--- config.mk ---
export PLATFORM = sky130hd
export DESIGN_NAME = cmd_pusher
export DESIGN_NICKNAME = d
export VERILOG_FILES = /design/src/rtl/cmd_pusher_pkg.sv /design/src/rtl/cmd_pusher_ctl.sv /design/src/rtl/cmd_pusher_track.sv /design/src/rtl/cmd_pusher_hist.sv /design/src/rtl/cmd_pusher.sv
export SDC_FILE = /design/constraint.sdc
export NUM_CORES = 1
export LEC_CHECK = 0
export ABC_AREA = 0
export BUFFER_PORTS_ARGS = -buffer_cell sky130_fd_sc_hd__buf_4
export CELL_PAD_IN_SITES_DETAIL_PLACEMENT = 0
export CELL_PAD_IN_SITES_GLOBAL_PLACEMENT = 2
export CORE_ASPECT_RATIO = 2
export CORE_MARGIN = 2
export CORE_UTILIZATION = 22
export CTS_BUF_LIST = sky130_fd_sc_hd__clkbuf_4
export CTS_CLUSTER_DIAMETER = 120
export DETAILED_ROUTE_END_ITERATION = 7
export PLACE_DENSITY = 0.84
export SLEW_MARGIN = 20
export SYNTH_ARGS = -nofsm -noshare
export SYNTH_HDL_FRONTEND = slang
export SYNTH_SLANG_ARGS = --single-unit
export TNS_END_PERCENT = 5
--- constraint.sdc ---
create_clock -name clk -period 1.9 [get_ports clk]
set_input_delay 0.095 -clock clk [delete_from_list [all_inputs] [get_ports clk]]
set_output_delay 0.095 -clock clk [all_outputs]
set_load 0.02 [all_outputs]
--- src/rtl/cmd_pusher_pkg.sv ---
package cmd_pusher_pkg;
  localparam int unsigned METHOD_STEP  = 4;
  localparam int unsigned CTRL_ACC_BIT = 0;
  localparam int unsigned CTRL_EMP_BIT = 8;
  localparam int unsigned CTRL_SUS_BIT = 12;

  // Next method address: unchanged when held, else advanced by one word.
  function automatic logic [31:0] step_addr(input logic [31:0] addr, input logic hold);
    return hold ? addr : addr + 32'(METHOD_STEP);
  endfunction

  // Assemble the push control readback word.
  function automatic logic [31:0] pack_ctrl(input logic acc, input logic emp, input logic sus);
    logic [31:0] r;
    r = '0;
    r[CTRL_ACC_BIT] = acc;
    r[CTRL_EMP_BIT] = emp;
    r[CTRL_SUS_BIT] = sus;
    return r;
  endfunction
endpackage

--- src/rtl/cmd_pusher_ctl.sv ---
module cmd_pusher_ctl (
  input  logic clk,
  input  logic rst_n,
  input  logic push_en,
  input  logic csr_wr,
  input  logic csr_acc,
  input  logic csr_sus,
  input  logic err_evt,
  input  logic irq_clr,
  output logic acc_o,
  output logic sus_o,
  output logic irq_o,
  output logic go_o
);
  logic acc_q, sus_q, irq_q;

  always_ff @(posedge clk) begin
    if (!rst_n) begin
      acc_q <= 1'b0;
      sus_q <= 1'b0;
      irq_q <= 1'b0;
    end else begin
      if (csr_wr) acc_q <= csr_acc;
      if (err_evt)     sus_q <= 1'b1;
      else if (csr_wr) sus_q <= csr_sus;
      if (err_evt)      irq_q <= 1'b1;
      else if (irq_clr) irq_q <= 1'b0;
    end
  end

  assign acc_o = acc_q;
  assign sus_o = sus_q;
  assign irq_o = irq_q;
  assign go_o  = push_en & acc_q & ~sus_q;


  err_suspends_chk: assert property (@(posedge clk) disable iff (!rst_n)
    err_evt |=> (sus_q && irq_q));

  sus_rise_cause_chk: assert property (@(posedge clk) disable iff (!rst_n)
    $rose(sus_q) |-> ($past(err_evt) || $past(csr_wr)));

  irq_rise_cause_chk: assert property (@(posedge clk) disable iff (!rst_n)
    $rose(irq_q) |-> $past(err_evt));
endmodule

--- src/rtl/cmd_pusher_track.sv ---
module cmd_pusher_track #(
  parameter int unsigned MW = 14,
  parameter int unsigned SW = 3
) (
  input  logic          clk,
  input  logic          rst_n,
  input  logic          load,
  input  logic [MW-1:0] ld_method,
  input  logic [SW-1:0] ld_subch,
  input  logic          ld_hold,
  input  logic          adv,
  output logic [MW-1:0] method_o,
  output logic [SW-1:0] subch_o,
  output logic          hold_o
);
  import cmd_pusher_pkg::*;

  logic [MW-1:0] method_q;
  logic [SW-1:0] subch_q;
  logic          hold_q;

  always_ff @(posedge clk) begin
    if (!rst_n) begin
      method_q <= '0;
      subch_q  <= '0;
      hold_q   <= 1'b0;
    end else if (load) begin
      method_q <= ld_method;
      subch_q  <= ld_subch;
      hold_q   <= ld_hold;
    end else if (adv) begin
      method_q <= MW'(step_addr(32'(method_q), hold_q));
    end
  end

  assign method_o = method_q;
  assign subch_o  = subch_q;
  assign hold_o   = hold_q;


  hold_keeps_method_chk: assert property (@(posedge clk) disable iff (!rst_n)
    (adv && !load && hold_q) |=> $stable(method_q));

  incr_moves_method_chk: assert property (@(posedge clk) disable iff (!rst_n)
    (adv && !load && !hold_q) |=> (method_q != $past(method_q)));
endmodule

--- src/rtl/cmd_pusher_hist.sv ---
module cmd_pusher_hist #(
  parameter int unsigned DW = 32,
  parameter int unsigned CW = 16
) (
  input  logic          clk,
  input  logic          rst_n,
  input  logic          take,
  input  logic [DW-1:0] data,
  output logic [DW-1:0] shadow_o,
  output logic [CW-1:0] count_o
);
  logic [DW-1:0] shadow_q;
  logic [CW-1:0] count_q;

  always_ff @(posedge clk) begin
    if (!rst_n) begin
      shadow_q <= '0;
      count_q  <= '0;
    end else if (take) begin
      shadow_q <= data;
      count_q  <= count_q + CW'(1);
    end
  end

  assign shadow_o = shadow_q;
  assign count_o  = count_q;


  count_step_chk: assert property (@(posedge clk) disable iff (!rst_n)
    take |=> (count_q == $past(count_q) + CW'(1)));

  count_idle_chk: assert property (@(posedge clk) disable iff (!rst_n)
    !take |=> $stable(count_q));

  shadow_load_chk: assert property (@(posedge clk) disable iff (!rst_n)
    take |=> (shadow_q == $past(data)));
endmodule

--- src/rtl/cmd_pusher.sv ---
module cmd_pusher #(
  parameter int unsigned MW = 14,
  parameter int unsigned SW = 3,
  parameter int unsigned DW = 32,
  parameter int unsigned EW = 3,
  parameter int unsigned CW = 16
) (
  input  logic          clk,
  input  logic          rst_n,
  input  logic          push_en,
  input  logic          hdr_load,
  input  logic [MW-1:0] hdr_method,
  input  logic [SW-1:0] hdr_subch,
  input  logic          hdr_hold,
  input  logic          word_valid,
  input  logic [DW-1:0] word_data,
  output logic          word_ready,
  input  logic          err_valid,
  input  logic [EW-1:0] err_code,
  input  logic          q_full,
  input  logic          q_empty,
  output logic          q_wr,
  output logic [MW-1:0] q_method,
  output logic [SW-1:0] q_subch,
  output logic          q_hold,
  output logic [DW-1:0] q_param,
  input  logic          csr_wr,
  input  logic [31:0]   csr_wdata,
  output logic [31:0]   ctrl_rdata,
  output logic          irq_pending,
  input  logic          irq_clr,
  output logic [DW-1:0] shadow_word,
  output logic [CW-1:0] word_count
);
  import cmd_pusher_pkg::*;

  logic go, acc, sus, accept, err_evt;
  logic unused_wbits;

  assign unused_wbits = ^{csr_wdata[31:CTRL_SUS_BIT+1], csr_wdata[CTRL_SUS_BIT-1:CTRL_ACC_BIT+1]};
  assign err_evt      = err_valid && (err_code != '0);

  cmd_pusher_ctl u_ctl (
    .clk     (clk),
    .rst_n   (rst_n),
    .push_en (push_en),
    .csr_wr  (csr_wr),
    .csr_acc (csr_wdata[CTRL_ACC_BIT]),
    .csr_sus (csr_wdata[CTRL_SUS_BIT]),
    .err_evt (err_evt),
    .irq_clr (irq_clr),
    .acc_o   (acc),
    .sus_o   (sus),
    .irq_o   (irq_pending),
    .go_o    (go)
  );

  assign word_ready = go & ~q_full;
  assign accept     = word_valid & word_ready;

  cmd_pusher_track #(.MW(MW), .SW(SW)) u_track (
    .clk       (clk),
    .rst_n     (rst_n),
    .load      (hdr_load),
    .ld_method (hdr_method),
    .ld_subch  (hdr_subch),
    .ld_hold   (hdr_hold),
    .adv       (accept),
    .method_o  (q_method),
    .subch_o   (q_subch),
    .hold_o    (q_hold)
  );

  cmd_pusher_hist #(.DW(DW), .CW(CW)) u_hist (
    .clk      (clk),
    .rst_n    (rst_n),
    .take     (accept),
    .data     (word_data),
    .shadow_o (shadow_word),
    .count_o  (word_count)
  );

  assign q_wr       = accept;
  assign q_param    = word_data;
  assign ctrl_rdata = pack_ctrl(acc, q_empty, sus);


  no_write_when_full_chk: assert property (@(posedge clk) disable iff (!rst_n)
    q_full |-> !q_wr);

  no_write_when_suspended_chk: assert property (@(posedge clk) disable iff (!rst_n)
    (sus || !push_en || !acc) |-> !word_ready);

  write_carries_word_chk: assert property (@(posedge clk) disable iff (!rst_n)
    q_wr |-> (q_param == word_data && word_valid));
endmodule

==> results of run 1 <==
-- stage by stage --
step / hold WS, ns / power (W) / area [sq um] / setup TNS, ns
after floorplan: 0.2310 / 0.001882 / 3385 / 0
after global routing: 0.03455 / 0.003443 / 5436 / -0.03761
after global placement: 0.1902 / 0.002049 / 4499 / 0
after detailed placement: 0.1902 / 0.002056 / 4499 / 0
after CTS: 0.001883 / 0.003351 / 5428 / 0
final: 0.04774 / 0.003294 / 5436 / 0
-- power groups by stage --
stage,sequential (W),combinational [W],clock [W]
CTS,0.00151,0.000647,0.00119
finish,0.00151,0.000649,0.00113
detailed placement,0.00154,0.000512,0
floorplan,0.00158,0.000300,0
global route,0.00152,0.000690,0.00124
global placement,0.00154,0.000508,0
-- how the worst max path moves through the flow --
stage | start | end | slack, ns
after floorplan | u_hist.count_o[0]$_SDFFE_PN0P_ | u_hist.count_o[15]$_SDFFE_PN0P_ | 0.05
after global placement | u_ctl.sus_o$_SDFFE_PN0P_ | u_hist.count_o[15]$_SDFFE_PN0P_ | 0.05
after detailed placement | u_ctl.sus_o$_SDFFE_PN0P_ | u_hist.count_o[15]$_SDFFE_PN0P_ | 0.05
after CTS | u_ctl.sus_o$_SDFFE_PN0P_ | u_hist.count_o[15]$_SDFFE_PN0P_ | 0.008
after global routing | u_ctl.sus_o$_SDFFE_PN0P_ | q_wr | -0.04
final | u_ctl.sus_o$_SDFFE_PN0P_ | q_wr | 0.09
-- final cells by class --
cell class / count / area (sq um)
fill: 1524 / 9304
timing repair buffer: 263 / 2183
multi-input combinational: 267 / 1413
sequential: 69 / 1381
tap: 195 / 244.0
clock inverter: 5 / 85.08
clock buffer: 11 / 82.58
inverter: 11 / 45.04
antenna: 1 / 2.502
-- tightest hold or removal path, cell delays in order --
cell	delay, ns
buf_4	0.08
o21ai_0	0.12
a21oi_1	0.13
-- registers in the layout, summed over array words and instances (netlist names) --
signal            flops
u_track.subch_o       3
u_track.hold_o        1
u_hist.count_o       16
u_ctl.irq_o           1
u_track.method_o     14
u_hist.shadow_o      32
u_ctl.sus_o           1
u_ctl.acc_o           1
-- cells by family (layout without fill, tap and decap cells) --
| logic type | count (synthesis) | in the layout |
|---|---|---|
| adders and majority gates | 2 | 2 |
| xor gates and xnor gates | 14 | 14 |
| muxes | 9 | 9 |
| AOI/OAI and AO/OA | 81 | 81 |
| and+or+nand+nor | 132 | 132 |
| buffers and inverters | 95 | 290 |
| DFF | 69 | 69 |
| other | 1 | 30 |
-- repair_timing --
action / in CTS / in global routing
endpoints found under the setup margin: 1 / 6
endpoints found under the hold margin: 52 / 0
pin swaps: 0 / 0
setup buffers: 1 / 0
hold buffers: 73 / 0
gates resized for setup: 6 / 3
-- layer usage --
layer	vias to the layer above	GRT usage (%)	wire length (um)
met4	0	7.115	333
li1	1698	-	-
met2	146	26.66	6213
met1	1621	13.12	3867
met5	-	0	0
met3	23	2.598	546
-- placed cells by master (no fill, tap or decap), types with 3 or more instances in the layout --
cell and n:
buf_4 187, nand2_1 73, dlygate4sd3_1 72, dfxtp_1 69, a21oi_1 53, conb_1 29, o21ai_0 20, nor2_1 13
clkbuf_4 11, xnor2_1 10, mux2i_1 9, inv_1 8, or3_1 8, nand3_1 7, nand4_1 6, or4_1 5
o31ai_1 5, nor4_1 5, xor2_1 4, nor3_1 3, a31oi_1 3
==> results.md, run 1 <==
- First-pass GRT wire length: 17120 um
- Switching power: 0.0009096 W
- Routability cong.: 0.8773
- Syn_area_per_cell: 8.137 sq um
- Distinct cells, synth: 33
- Placed Cells: 731
- Setup crit end kind: output port
- Die area: 0.01596 sq mm
- Yosys warnings: 0
- Highest Clock Rate: 552.8 MHz
- Number of synthesized flops with an enable pin: 0
- Sw Share: 27.61%
- Root Buffer: clkbuf_4
- Dominant cell type by area after synthesis: dfxtp_1
- Critical path's slowest cell: dfxtp_1
- Cell Rows: 63
- Core Region: 0.01474 sq mm
- Most used DFF post-synth: dfxtp_1
- Simple-Gate Fraction of Synth Area: 19.31%
- Pre-CTS setup slack: 0.05107 ns
- Async set or reset register ratio after synthesis: 0%
- Finished Core Util: 36.88%
- Worst Hold Path EP: u_track.method_o[2]$_SDFFE_PN0P_
- Maximum Capacitance Violations: 0
- Reg2Reg Setup Slack: 0.10 ns
- Gr usage total: 13.57%
- Synth Area in Compound Gates: 12.86%
- H-tree depth: 3
- Synth top area share: 42.12%
- DRT iter0 DRCs: 127
- Setup CP Type: register to output port
- Longest Clk Path Bufs: 2
- Crit path max fanout: 17
- Via density: 4.243
- Crit share post-route: 95.20%
- Mux contribution to synthesized area: 2.747%
- Crit path depth: 7
- Antenna Nets Post-Route: 0
- Ratio of cells with drive above 1 in the final layout: 34.03%
- Total clock buffers created by CTS: 9
- Worst path bufs/invs: 5
- Slowest stage delay, CP: 0.35 ns
- Xor and xnor area share after synthesis: 3.739%
- Largest family of logic cells by synthesized area: simple AND/OR/NAND/NOR gates
- Endpoints failing setup: 0
- Clock sinks: 69
- DRC errors left: 0
- Top post-synthesis cells by count: nand2_1, dfxtp_1, buf_4, a21oi_1, o21ai_0
- Register bit total from synthesis: 69
- Final Hold Fails: 0
- Most common cell in the synthesized netlist: nand2_1
- Power Dens Cells: 606.0 mW/mm^2
- Transition time of the tightest slew-check pin: 0.5878 ns
- Crit-path cells: nand4bb_4, buf_8, clkinvlp_4, nand2_4, clkinv_1, buf_6, buf_4
- Die height: 176.7 um
- Post-DP HPWL: 7840 um
- Crit path max-delay family: buffers and inverters
- Largest net degree at the start of global routing: 36
- Post-Syn Area: 0.003279 sq mm
- Worst Path Required: 1.80 ns
- Minimum clock period: 1.809 ns
- Pint: 0.002385 W
- Synth Area in Adders: 0.7631%
- Leakage power: 2.330 nW
- Critical path data arrival time: 1.71 ns
- Nets: 718
- Routed wire length: 10960 um
- Die width: 90.33 um
- Reg-to-Reg End: u_track.method_o[13]$_SDFFE_PN0P_
- Critical path launch point type: register
- Remaining Overflow, GRT: 0
- Hold Path Class: input pin to register
- Proportion of power drawn by the clock network: 34.4%
- PortBufs: 166
- Mapped Cells: 403
- Sequential share of the synthesized area: 42.12%
- Initial antenna violation count: 1
- Worst Min Path Start: hdr_method[2]
- Status: complete, no violations
- Largest cells by area after synthesis: dfxtp_1, buf_4, nand2_1
- Iteration count of the initial detailed-routing pass: 4
- Fin cells: 822
- CTS tree: yes
- R2R depth: 5
- RSZ-0062 raised after global routing: yes
- DR WL/cell: 13.33 um
- Worst slew margin: 60.77%
- Hold path depth: 3
- IO Pins: 228
- Comb pwr share: 19.7%
- Clock transition at path regs: 0.11 ns
- Setup slack after layout: 0.09111 ns
- Clock Skews: 0.01358 ns
- Max-slew violation count: 0
- Via count: 3488
- Initial core utilization: 22.25%
- FF-to-FF Start: u_ctl.sus_o$_SDFFE_PN0P_
- Number of global-route vias before repair: 3521
- Clk_lat worst skew: 0.42 ns
- P&R area growth vs syn: 65.78%
- Seq pwr share: 45.9%
- Worst VDD drop: 292.3 uV
No activity file was read; power rests on OpenSTA's default activity.
==> run 2, diff against run 1 <==
Settings changed: CELL_PAD_IN_SITES_DETAIL_PLACEMENT 0 to 1.
==> run 2 against run 1 <==
Setup slack worse by 0.054 ns. Cell area down 0.74%. Clock skew down 0.0023 ns. Total power down 3.1%. Sequential power about the same. Clock power down 9.7%. Non-clock buffer count down 1. Via count up 3.3%. Die area unchanged. Critical path type unchanged.
==> results.md, run 2 (synthesized netlist as in run 1, its figures left out) <==
- Worst VDD drop: 289.3 uV (-1.0%)
- CTS tree: yes
- RSZ-0062 raised after global routing: yes
- Pre-CTS setup slack: 0.02213 ns (-0.02895 ns)
- Iteration count of the initial detailed-routing pass: 4 (unchanged)
- Worst slew margin: 58.30% (-2.5 points)
- DRC errors left: 0 (unchanged)
- Power Dens Cells: 591.6 mW/mm^2 (-2.4%)
- Via count: 3603 (+3.3%)
- Highest Clock Rate: 536.8 MHz (-2.9%)
- Final Hold Fails: 0 (unchanged)
- Crit share post-route: 98.04% (+2.8 points)
- Initial core utilization: 22.25% (unchanged)
- Setup slack after layout: 0.03718 ns (-0.05392 ns)
- Fillcell total: 1770 (+16%)
- Finished Core Util: 36.61% (-0.27 points)
- Status: complete, no violations
- Commonest non-fill, non-tap cells in the layout: buf_4, nand2_1, dlygate4sd3_1
- Core Region: 0.01474 sq mm (unchanged)
- Crit path max fanout: 17 (unchanged)
- Die height: 176.7 um (unchanged)
- Critical path launch point type: register
- Root Buffer: clkbuf_4
- Sw Share: 28.38% (+0.77 points)
- Switching power: 0.0009062 W (-0.38%)
- Ratio of cells with drive above 1 in the final layout: 34.08% (+0.054 points)
- Routed wire length: 12460 um (+14%)
- Leading cell type in the layout, fill and taps excluded: buf_4
- First-pass GRT wire length: 19900 um (+16%)
- Critical path data arrival time: 1.77 ns (+0.06 ns)
- Register area: 0.001383 sq mm (about the same)
- Leakage power: 2.312 nW (-0.75%)
- Transition time of the tightest slew-check pin: 0.6248 ns (+0.03700 ns)
- PortBufs: 166 (unchanged)
- Multi-input gate area: 0.001413 sq mm (unchanged)
- Nets: 717 (-0.14%)
- Proportion of power drawn by the clock network: 32.0% (-2.4 points)
- Clock transition at path regs: 0.12 ns (about the same)
- Maximum Capacitance Violations: 0 (unchanged)
- Pint: 0.002287 W (-4.1%)
- Die width: 90.33 um (unchanged)
- Worst Path Required: 1.80 ns (about the same)
- Cell Rows: 63 (unchanged)
- Endpoints failing setup: 0 (unchanged)
- Routability cong.: 0.8773 (unchanged)
- Fin cells: 821 (-0.12%)
- Placed Cells: 731 (unchanged)
- Clock Skews: 0.01132 ns (-0.002260 ns)
- Remaining Overflow, GRT: 0 (unchanged)
- Max-slew violation count: 0 (unchanged)
- Clk_lat worst skew: 0.44 ns (+0.02 ns)
- Via density: 4.389 (+3.4%)
- Total clock buffers created by CTS: 9 (unchanged)
- P&R area growth vs syn: 64.56%
- R2R depth: 4 (-1)
- Number of global-route vias before repair: 3951 (+12%)
- Hold path depth: 3 (unchanged)
- Gr usage total: 15.87% (+2.3 points)
- Minimum clock period: 1.863 ns (+0.05392 ns)
- DRT iter0 DRCs: 88 (-31%)
- H-tree depth: 3 (unchanged)
- IO Pins: 228 (unchanged)
- Initial antenna violation count: 1 (unchanged)
- DR WL/cell: 15.17 um (+14%)
- Setup CP Type: register to output port
- Comb pwr share: 20.6% (+0.9 points)
- Clock sinks: 69 (unchanged)
- Setup crit end kind: output port
- Post-DP HPWL: 8598 um (+9.7%)
- Largest net degree at the start of global routing: 36 (unchanged)
- Hold Path Class: input pin to register
- Largest register FFs: 32 (unchanged)
- Antenna Nets Post-Route: 0 (unchanged)
- Longest Clk Path Bufs: 2 (unchanged)
- Die area: 0.01596 sq mm (unchanged)
- Seq pwr share: 47.4% (+1.5 points)
==> run 2: changes by cell type in the layout (fill, tap and decap cells not counted) <==
cell / previous run / this run
clkinv_4: 2 / 0
bufinv_16: 2 / 1
clkbuf_4: 11 / 14
dlymetal6s4s_1: 1 / 0
clkinvlp_4: 2 / 1
dfxtp_2: 0 / 1
dfxtp_1: 69 / 68
clkinv_1: 1 / 2
==> run 2: repair_timing <==
item,in CTS,in global routing
gates resized for setup,8,1
buffers inserted,1,0
setup endpoints to repair,2,9
endpoints found under the hold margin,53,0
hold buffers,73,0
gates cloned,0,0
==> run 2: power groups by stage <==
stage	logic, W	registers (W)	clock network (W)
after floorplan	0.000300	0.00158	0
after global placement	0.000508	0.00154	0
after detailed placement	0.000516	0.00154	0
after CTS	0.000651	0.00151	0.00107
after global routing	0.000701	0.00152	0.00112
final	0.000658	0.00151	0.00102
==> run 2: area by class of cell <==
class	count	share of cell area (%)
timing repair buffer	262	40.23
clock inverter	2	0.6260
multi-input combinational	267	26.18
inverter	11	0.8347
sequential	69	25.62
clock buffer	14	1.948
antenna	1	0.04637
tap	195	4.521
==> run 2: path summary, 6_finish.rpt <==
kind,slack [ns],endpoint,start
max,0.04,q_wr,u_ctl.sus_o$_SDFFE_PN0P_
min,0.02,u_track.subch_o[2]$_SDFFE_PN0P_,hdr_load
max reg2reg,0.07,u_hist.count_o[15]$_SDFFE_PN0P_,u_ctl.sus_o$_SDFFE_PN0P_
min reg2reg,0.46,u_hist.shadow_o[31]$_SDFFE_PN0P_,u_hist.shadow_o[31]$_SDFFE_PN0P_
==> run 2: routing by layer <==
metal | track usage [%] | up-vias | part of all wire [%] | wire length [um]
li1 | - | 1697 | - | -
met1 | 14.72 | 1732 | 35 | 4339
met2 | 32.21 | 151 | 57 | 7158
met3 | 2.598 | 23 | 4.4 | 552
met4 | 8.397 | 0 | 3.3 | 405
met5 | 0 | - | 0 | 0
==> run 2: per-stage QoR <==
stage	hold WS (ns)	TNS (ns)	total power [W]	area (sq um)
2_1_floorplan	0.2310	0	0.001882	3385
3_3_place_gp	0.1902	0	0.002049	4499
3_5_place_dp	0.1902	0	0.002061	4499
4_1_cts	0.0006692	-0.02617	0.003231	5404
5_1_grt	0.02276	-0.1558	0.003335	5396
6_report	0.02372	0	0.003193	5396
==> run 2: critical path, stage by stage (launching register included) <==
cell and delay, ns:
dfxtp_2 0.35, nand4bb_4 0.16, buf_8 0.16, clkinvlp_4 0.13
nand2_4 0.11, clkinv_1 0.09, buf_6 0.17, buf_4 0.16
